--- config.mk ---
export PLATFORM = sky130hd
export DESIGN_NAME = fp32_div_status
export DESIGN_NICKNAME = d
export VERILOG_FILES = /design/src/rtl/fp32_div_status.sv
export SDC_FILE = /design/constraint.sdc
export NUM_CORES = 1
export LEC_CHECK = 0
export BUFFER_PORTS_ARGS = -buffer_cell sky130_fd_sc_hd__buf_2
export CAP_MARGIN = 20
export CORE_MARGIN = 1
export CORE_UTILIZATION = 56
export CTS_CLUSTER_DIAMETER = 120
export CTS_CLUSTER_SIZE = 28
export DETAILED_ROUTE_END_ITERATION = 10
export GPL_TIMING_DRIVEN = 1
export HOLD_SLACK_MARGIN = 0.1
export PLACE_DENSITY_LB_ADDON = 0.05
export SLEW_MARGIN = 20
export SYNTH_ARGS = -nofsm -noshare
export SYNTH_HDL_FRONTEND = slang
export SYNTH_SLANG_ARGS = --single-unit
export TNS_END_PERCENT = 100
--- constraint.sdc ---
create_clock -name clk -period 7.04 [get_ports clk]
set_clock_uncertainty 0.2 [all_clocks]
set_input_delay 0.352 -clock clk [delete_from_list [all_inputs] [get_ports clk]]
set_output_delay 0.352 -clock clk [all_outputs]
set_load 0.1 [all_outputs]
--- src/rtl/fp32_div_status.sv ---
`timescale 1ns/1ps
module fp32_div_status #(
  parameter int EW = 8,
  parameter int FW = 23
) (
  input  logic             clk,
  input  logic             rst_n,
  input  logic             start,
  input  logic [EW+FW:0]   a,
  input  logic [EW+FW:0]   b,
  input  logic [1:0]       rmode,
  input  logic             noieee,
  input  logic             rec,
  input  logic [4:0]       xen,
  output logic             busy,
  output logic             done,
  output logic [EW+FW:0]   q,
  output logic [6:0]       exc,
  output logic             fx,
  output logic             fex,
  output logic             vx,
  output logic             fr,
  output logic             fi,
  output logic [3:0]       cr
);
  localparam int W   = EW + FW + 1;
  localparam int MW  = FW + 1;
  localparam int QW  = MW + 1;
  localparam int FLW = MW + 2;
  localparam int RW  = MW + 2;
  localparam int XW  = EW + 2;
  localparam int CW  = $clog2(QW);
  localparam int SHW = $clog2(FLW + 1);
  localparam logic [EW-1:0] EMAX = '1;
  localparam logic signed [XW-1:0] EMAX_X = XW'((1 << EW) - 1);
  localparam logic signed [XW-1:0] BIAS_X = XW'((1 << (EW - 1)) - 1);
  localparam logic signed [XW-1:0] ONE_X  = XW'(1);
  localparam logic signed [XW-1:0] FLW_X  = XW'(FLW);
  localparam logic [W-2:0] INF_M  = {EMAX, {FW{1'b0}}};
  localparam logic [W-2:0] MAXF_M = {EMAX - EW'(1), {FW{1'b1}}};
  localparam logic [W-1:0] QNAN   = {1'b0, EMAX, 1'b1, {(FW-1){1'b0}}};

  typedef enum logic [1:0] {S_IDLE, S_NORM, S_DIV, S_FIN} state_t;
  state_t state;

  logic [W-1:0]          a_r, b_r;
  logic [1:0]            rm_r;
  logic                  ni_r, rec_r;
  logic [4:0]            en_r;
  logic [MW-1:0]         ma, mb;
  logic signed [XW-1:0]  ea, eb, eq;
  logic [RW-1:0]         rem;
  logic [QW-1:0]         qm;
  logic [CW-1:0]         cnt;

  assign busy = (state != S_IDLE);

  // operand classes
  wire [EW-1:0] a_e = a_r[W-2:FW];
  wire [EW-1:0] b_e = b_r[W-2:FW];
  wire a_nan  = (a_e == EMAX) && (a_r[FW-1:0] != '0);
  wire b_nan  = (b_e == EMAX) && (b_r[FW-1:0] != '0);
  wire a_inf  = (a_e == EMAX) && (a_r[FW-1:0] == '0);
  wire b_inf  = (b_e == EMAX) && (b_r[FW-1:0] == '0);
  wire a_zero = (a_e == '0) && ((a_r[FW-1:0] == '0) || ni_r);
  wire b_zero = (b_e == '0) && ((b_r[FW-1:0] == '0) || ni_r);
  wire special = a_nan | b_nan | a_inf | b_inf | a_zero | b_zero;
  wire sgn = a_r[W-1] ^ b_r[W-1];

  // rounding of the finite quotient
  wire [FLW-1:0]         full = {qm, |rem};
  wire                   tiny = (eq < ONE_X);
  wire signed [XW-1:0]   shs  = ONE_X - eq;
  wire [SHW-1:0]         sh   = !tiny ? '0 : ((shs > FLW_X) ? SHW'(FLW) : SHW'(shs));
  wire [FLW-1:0]         shifted = full >> sh;
  wire                   lost = |(full << (FLW - int'(sh)));
  wire [MW-1:0]          mant = shifted[FLW-1:2];
  wire                   g    = shifted[1];
  wire                   sbit = shifted[0] | lost;
  wire                   inexact = g | sbit;
  logic                  inc;
  always_comb begin
    unique case (rm_r)
      2'b00:   inc = g & (sbit | mant[0]);
      2'b01:   inc = 1'b0;
      2'b10:   inc = ~sgn & inexact;
      default: inc = sgn & inexact;
    endcase
  end
  wire [EW-1:0]    e_base = tiny ? '0 : (eq[EW-1:0] - EW'(1));
  wire [W-2:0]     sum = {e_base, {FW{1'b0}}} + {{(EW-1){1'b0}}, mant} + {{(W-2){1'b0}}, inc};
  wire             ovf = (eq >= EMAX_X) || (sum[W-2:FW] == EMAX);
  wire             use_inf = (rm_r == 2'b00) || (rm_r == 2'b10 && !sgn) || (rm_r == 2'b11 && sgn);

  logic [W-1:0] r_q;
  logic [6:0]   r_ex;
  logic         r_fr, r_fi;
  always_comb begin
    r_q = '0; r_ex = '0; r_fr = 1'b0; r_fi = 1'b0;
    if (a_nan || b_nan) begin
      r_q = a_nan ? a_r : b_r;
      r_q[FW-1] = 1'b1;
      r_ex[6] = (a_nan && !a_r[FW-1]) || (b_nan && !b_r[FW-1]);
    end else if (a_inf && b_inf) begin
      r_q = QNAN; r_ex[5] = 1'b1;
    end else if (a_zero && b_zero) begin
      r_q = QNAN; r_ex[4] = 1'b1;
    end else if (a_inf) begin
      r_q = {sgn, INF_M};
    end else if (b_zero) begin
      r_q = {sgn, INF_M}; r_ex[1] = 1'b1;
    end else if (b_inf || a_zero) begin
      r_q = {sgn, {(W-1){1'b0}}};
    end else if (ovf) begin
      r_q = {sgn, use_inf ? INF_M : MAXF_M};
      r_ex[3] = 1'b1; r_ex[0] = 1'b1; r_fr = use_inf; r_fi = 1'b1;
    end else if (tiny && ni_r) begin
      r_q = {sgn, {(W-1){1'b0}}};
      r_ex[0] = 1'b1; r_fi = 1'b1;
    end else begin
      r_q = {sgn, sum};
      r_ex[0] = inexact; r_ex[2] = tiny & inexact; r_fr = inc; r_fi = inexact;
    end
  end

  wire [6:0] exc_n = exc | r_ex;
  wire       fx_n  = fx | (|(r_ex & ~exc));
  wire       vx_n  = |exc_n[6:4];
  wire       fex_n = |({vx_n, exc_n[3:0]} & en_r);

  always_ff @(posedge clk) begin
    if (!rst_n) begin
      state <= S_IDLE; done <= 1'b0; q <= '0; exc <= '0;
      fx <= 1'b0; fex <= 1'b0; vx <= 1'b0; fr <= 1'b0; fi <= 1'b0; cr <= '0;
      a_r <= '0; b_r <= '0; rm_r <= '0; ni_r <= 1'b0; rec_r <= 1'b0; en_r <= '0;
      ma <= '0; mb <= '0; ea <= '0; eb <= '0; eq <= '0; rem <= '0; qm <= '0; cnt <= '0;
    end else begin
      done <= 1'b0;
      unique case (state)
        S_IDLE: if (start) begin
          a_r <= a; b_r <= b; rm_r <= rmode; ni_r <= noieee; rec_r <= rec; en_r <= xen;
          ma <= {|a[W-2:FW], a[FW-1:0]};
          mb <= {|b[W-2:FW], b[FW-1:0]};
          ea <= (a[W-2:FW] == '0) ? ONE_X : {{(XW-EW){1'b0}}, a[W-2:FW]};
          eb <= (b[W-2:FW] == '0) ? ONE_X : {{(XW-EW){1'b0}}, b[W-2:FW]};
          state <= S_NORM;
        end
        S_NORM: begin
          if (special) begin
            state <= S_FIN;
          end else if (!ma[MW-1] || !mb[MW-1]) begin
            if (!ma[MW-1]) begin ma <= ma << 1; ea <= ea - ONE_X; end
            if (!mb[MW-1]) begin mb <= mb << 1; eb <= eb - ONE_X; end
          end else begin
            if (ma < mb) begin
              rem <= {1'b0, ma, 1'b0};
              eq  <= ea - eb + BIAS_X - ONE_X;
            end else begin
              rem <= {2'b00, ma};
              eq  <= ea - eb + BIAS_X;
            end
            qm <= '0; cnt <= '0; state <= S_DIV;
          end
        end
        S_DIV: begin
          if (rem >= {2'b00, mb}) begin
            rem <= (rem - {2'b00, mb}) << 1;
            qm  <= {qm[QW-2:0], 1'b1};
          end else begin
            rem <= rem << 1;
            qm  <= {qm[QW-2:0], 1'b0};
          end
          cnt <= cnt + CW'(1);
          if (cnt == CW'(QW - 1)) state <= S_FIN;
        end
        default: begin
          q <= r_q; exc <= exc_n; fx <= fx_n; vx <= vx_n; fex <= fex_n;
          fr <= r_fr; fi <= r_fi;
          cr <= rec_r ? {fx_n, fex_n, vx_n, exc_n[3]} : 4'b0000;
          done <= 1'b1;
          state <= S_IDLE;
        end
      endcase
    end
  end

  p_done_pulse_r1: assert property (@(posedge clk) disable iff (!rst_n) done |=> !done);
  p_accept_r1: assert property (@(posedge clk) disable iff (!rst_n) (start && !busy) |=> busy);
  p_q_hold_r1: assert property (@(posedge clk) disable iff (!rst_n) !done |-> $stable(q));
  p_nan_quiet_r5: assert property (@(posedge clk) disable iff (!rst_n)
    (done && q[W-2:FW] == EMAX && q[FW-1:0] != '0) |-> q[FW-1]);
  p_fr_needs_fi_r7: assert property (@(posedge clk) disable iff (!rst_n) fr |-> fi);
  p_sticky_r11: assert property (@(posedge clk) disable iff (!rst_n)
    (exc != '0) |=> ((exc & $past(exc)) == $past(exc)));
  p_cr_mirror_r13: assert property (@(posedge clk) disable iff (!rst_n)
    (cr != '0) |-> (cr[3] == fx && cr[1] == vx && cr[0] == exc[3]));
endmodule

==> results by group <==
Run status
  – Outcome: complete, no violations

Power
  – Leak pwr: 7.645 nW
  – Maximum VDD drop: 0.3551 mV
  – Pwr/cell area: 539.4 mW/mm^2

Logic synthesis
  – Yosys top cell area share: 0.3053
  – Area contributors post-synth: dfxtp_1 (31%), nand2_1 (7.5%), a21oi_1 (6.9%)
  – Top-count cell post-synth: nand2_1
  – Distinct cells, synth: 102
  – Synth Register Bits: 258
  – Synth warnings: 0
  – Synth cell count leaders: nand2_1 (339), dfxtp_1 (258), a21oi_1 (234)
  – Cell Area, Synth: 0.01692 sq mm
  – Synth Instances: 2231
  – Sequential element share of the synthesized area: 0.3053
  – Syn nets: 2393
  – Syn avg cell area: 7.583 sq um
  – Synth Flop Type: dfxtp_1
  – Yosys top cell by area: dfxtp_1
  – Async S/R FF share, synth: 0
  – Post-synth EDFFs: 0

GRT
  – Vias in the first global route: 16530
  – Initial antenna violation count: 1
  – First-pass GRT wire length: 91960 um
  – Total track usage: 0.3731
  – GRT overflow: 0
  – Largest net degree at the start of global routing: 118

Worst hold path
  – Hold Crit Class: reg2reg
  – Worst hold path endpoint: eb[2]
  – HP Start: eb[2]
  – Hold-critical path depth: 2

Worst setup path
  – CP Data Arrival Time: 7.02 ns
  – Type of origin of the critical path: flip-flop
  – Critical path origin: eq[3]
  – R2r setup slk: 0.25 ns
  – CP required: 7.27 ns
  – Crit Path Class: reg2reg
  – Worst Reg-to-Reg Cells: 29
  – Crit path max fanout: 13
  – Nature of the critical path endpoint: flip-flop
  – Worst flop-to-flop path endpoint: q[8]
  – Slowest-stage cell, CP: or4_4
  – Most Frequent Cell on Critical Path: buf_4
  – Critical path's largest stage delay: 0.57 ns
  – RR Startpoint: eq[3]

Die
  – Die Y-Extent: 175.8 um
  – Starting Density: 0.5693
  – Io pins: 126
  – Die width: 175.8 um
  – Placement Rows: 63
  – Core area: 0.02972 sq mm
  – Die area: 0.03091 sq mm

Detailed routing
  – Post-route ant nets: 0
  – Via-to-Cell Ratio: 6.525
  – DR DRC count: 0
  – Vias after detailed routing: 18050
  – Final WL: 59390 um
  – DR pass1 iterations: 8
  – WL per Instance: 21.47 um
  – DRT iter0 DRCs: 2044

Final layout
  – Final Core Density: 0.6534
  – Area occupied by multi-input gates: 0.01111 sq mm
  – Fill count: 2622
  – Sequential Area: 0.005167 sq mm
  – Share of cells above drive strength 1: 0.1267
  – Area growth syn-to-layout: 14.78%
  – Layout Nets: 2534

STA
  – Min Clock Period, post-route: 6.788 ns
  – Fmax: 147.3 MHz
  – Tcrit/Tclk final: 0.9642
  – Rel. slew slack: 0.2840
  – Fin worst setup slack: 0.2523 ns
  – Final Hold Fails: 0
  – Final TNS setup: 0 ns
  – Final setup violation count: 0
  – Worst Max-Slew Pin Slew: 1.074 ns
  – Fin. max-slew vios: 0

Clock network
  – Sinks on Clock Net: 258
  – Clock Path Buffers: 3
  – Cts bufs inserted: 14
  – Clk_lat worst skew: 0.51 ns
  – Register clock-pin slew on the reported worst setup and hold paths: 0.11 ns
  – CTS tree: yes
  – Clock root buffer: clkbuf_16
  – Max H-tree Level: 1

Run
  – Maxcap violations: 0

Placed design
  – Dpl ws: -0.1393 ns
  – Final GP Congestion: 0.9999
  – Port buffer count: 125
  – DP HPWL: 42740 um
==> metrics by stage <==
| step | hold slack [ns] | instance area (sq um) | std cells | power, mW |
|---|---|---|---|---|
| finish | 0.2731 | 19420 | 2766 | 10.47 |
| global route | 0.2932 | 19420 | 2766 | 11.16 |
| CTS | 0.2696 | 19260 | 2760 | 10.05 |
| detailed placement | 0.2537 | 18030 | 2666 | 8.966 |
| global placement | 0.2426 | 18030 | 2666 | 8.937 |
| floorplan | 0.2329 | 16950 | 2231 | 7.069 |
==> registers in the layout (all words and copies together) (netlist names), 4 cells and up <==
signal and cells:
cr 4, eb 10, cnt 5, ea 10, q 32, b_r 32, exc 7, mb 24
a_r 32, eq 10, rem 26, en_r 5, ma 24, qm 25
==> cell families (layout without fill, tap and decap cells) <==
family / after synthesis / after routing / synth area share
simple gates: 837 / 837 / 0.2285
mux: 79 / 79 / 0.04947
flops: 258 / 258 / 0.3053
other cells: 0 / 1 / 0
buf+inv: 221 / 365 / 0.05214
xor+xnor: 74 / 74 / 0.03831
fa+ha+maj: 86 / 86 / 0.06449
compound gates: 676 / 676 / 0.2618
==> worst max path at each step <==
stage	end	slack, ns	depth (start not counted)
2_1_floorplan	fex	0.04	34
3_3_place_gp	fex	0.06	27
3_5_place_dp	fex	-0.14	28
4_1_cts	q[6]	0.06	26
5_1_grt	q[21]	-0.02	29
6_report	q[8]	0.25	29
==> metal layers <==
layer | part of all wire | GRT usage
met1 | 0.42 | 0.5001
met3 | 0.077 | 0.03896
met5 | 0 | 0
met4 | 0.041 | 0.1536
met2 | 0.46 | 0.6098
==> cells in the final DEF (no fill, tap or decap), types with 74 or more instances in the layout <==
cell           instances
a21oi_1              229
nor2_1               179
dfxtp_1              256
nand2_1              337
dlygate4sd3_1         74
o21ai_0              108
nand3_1               89
inv_1                 79
ha_1                  80
buf_2                125
==> critical path: cells and delay by family (launching register included) <==
family,cells,cell delay [ns]
adder cells (fa/ha/maj),1,0.20
AND/OR/NAND/NOR,6,1.90
AO/OA/AOI/OAI,16,3.15
flip-flops,1,0.33
buffers and inverters,6,0.92
==> area by class of cell <==
class                           count  area share
Multi-Input combinational cell   1752      0.5722
Antenna cell                        1   0.0001289
Inverter                           83     0.01643
Tap cell                          390     0.02513
Clock buffer                       15     0.01933
Timing Repair Buffer              263     0.09613
Clock inverter                      4    0.004510
Sequential cell                   258      0.2661
==> where the power goes <==
group / switching (mW) / internal (mW) / total, mW / leakage [nW]
sequential: 0.261 / 1.70 / 1.96 / 2.10
combinational: 4.76 / 2.77 / 7.53 / 5.32
clock: 0.537 / 0.442 / 0.979 / 0.224
total: 5.56 / 4.92 / 10.5 / 7.64
==> repair_timing <==
action / 4_1_cts / 5_1_grt
buffers inserted: 1 / 5
resized for setup: 6 / 28
pin swaps: 2 / 7
endpoints found under the hold margin: 131 / 0
setup endpoints to repair: 27 / 38
hold buffers: 74 / 0
No activity file was read; power rests on OpenSTA's default activity.
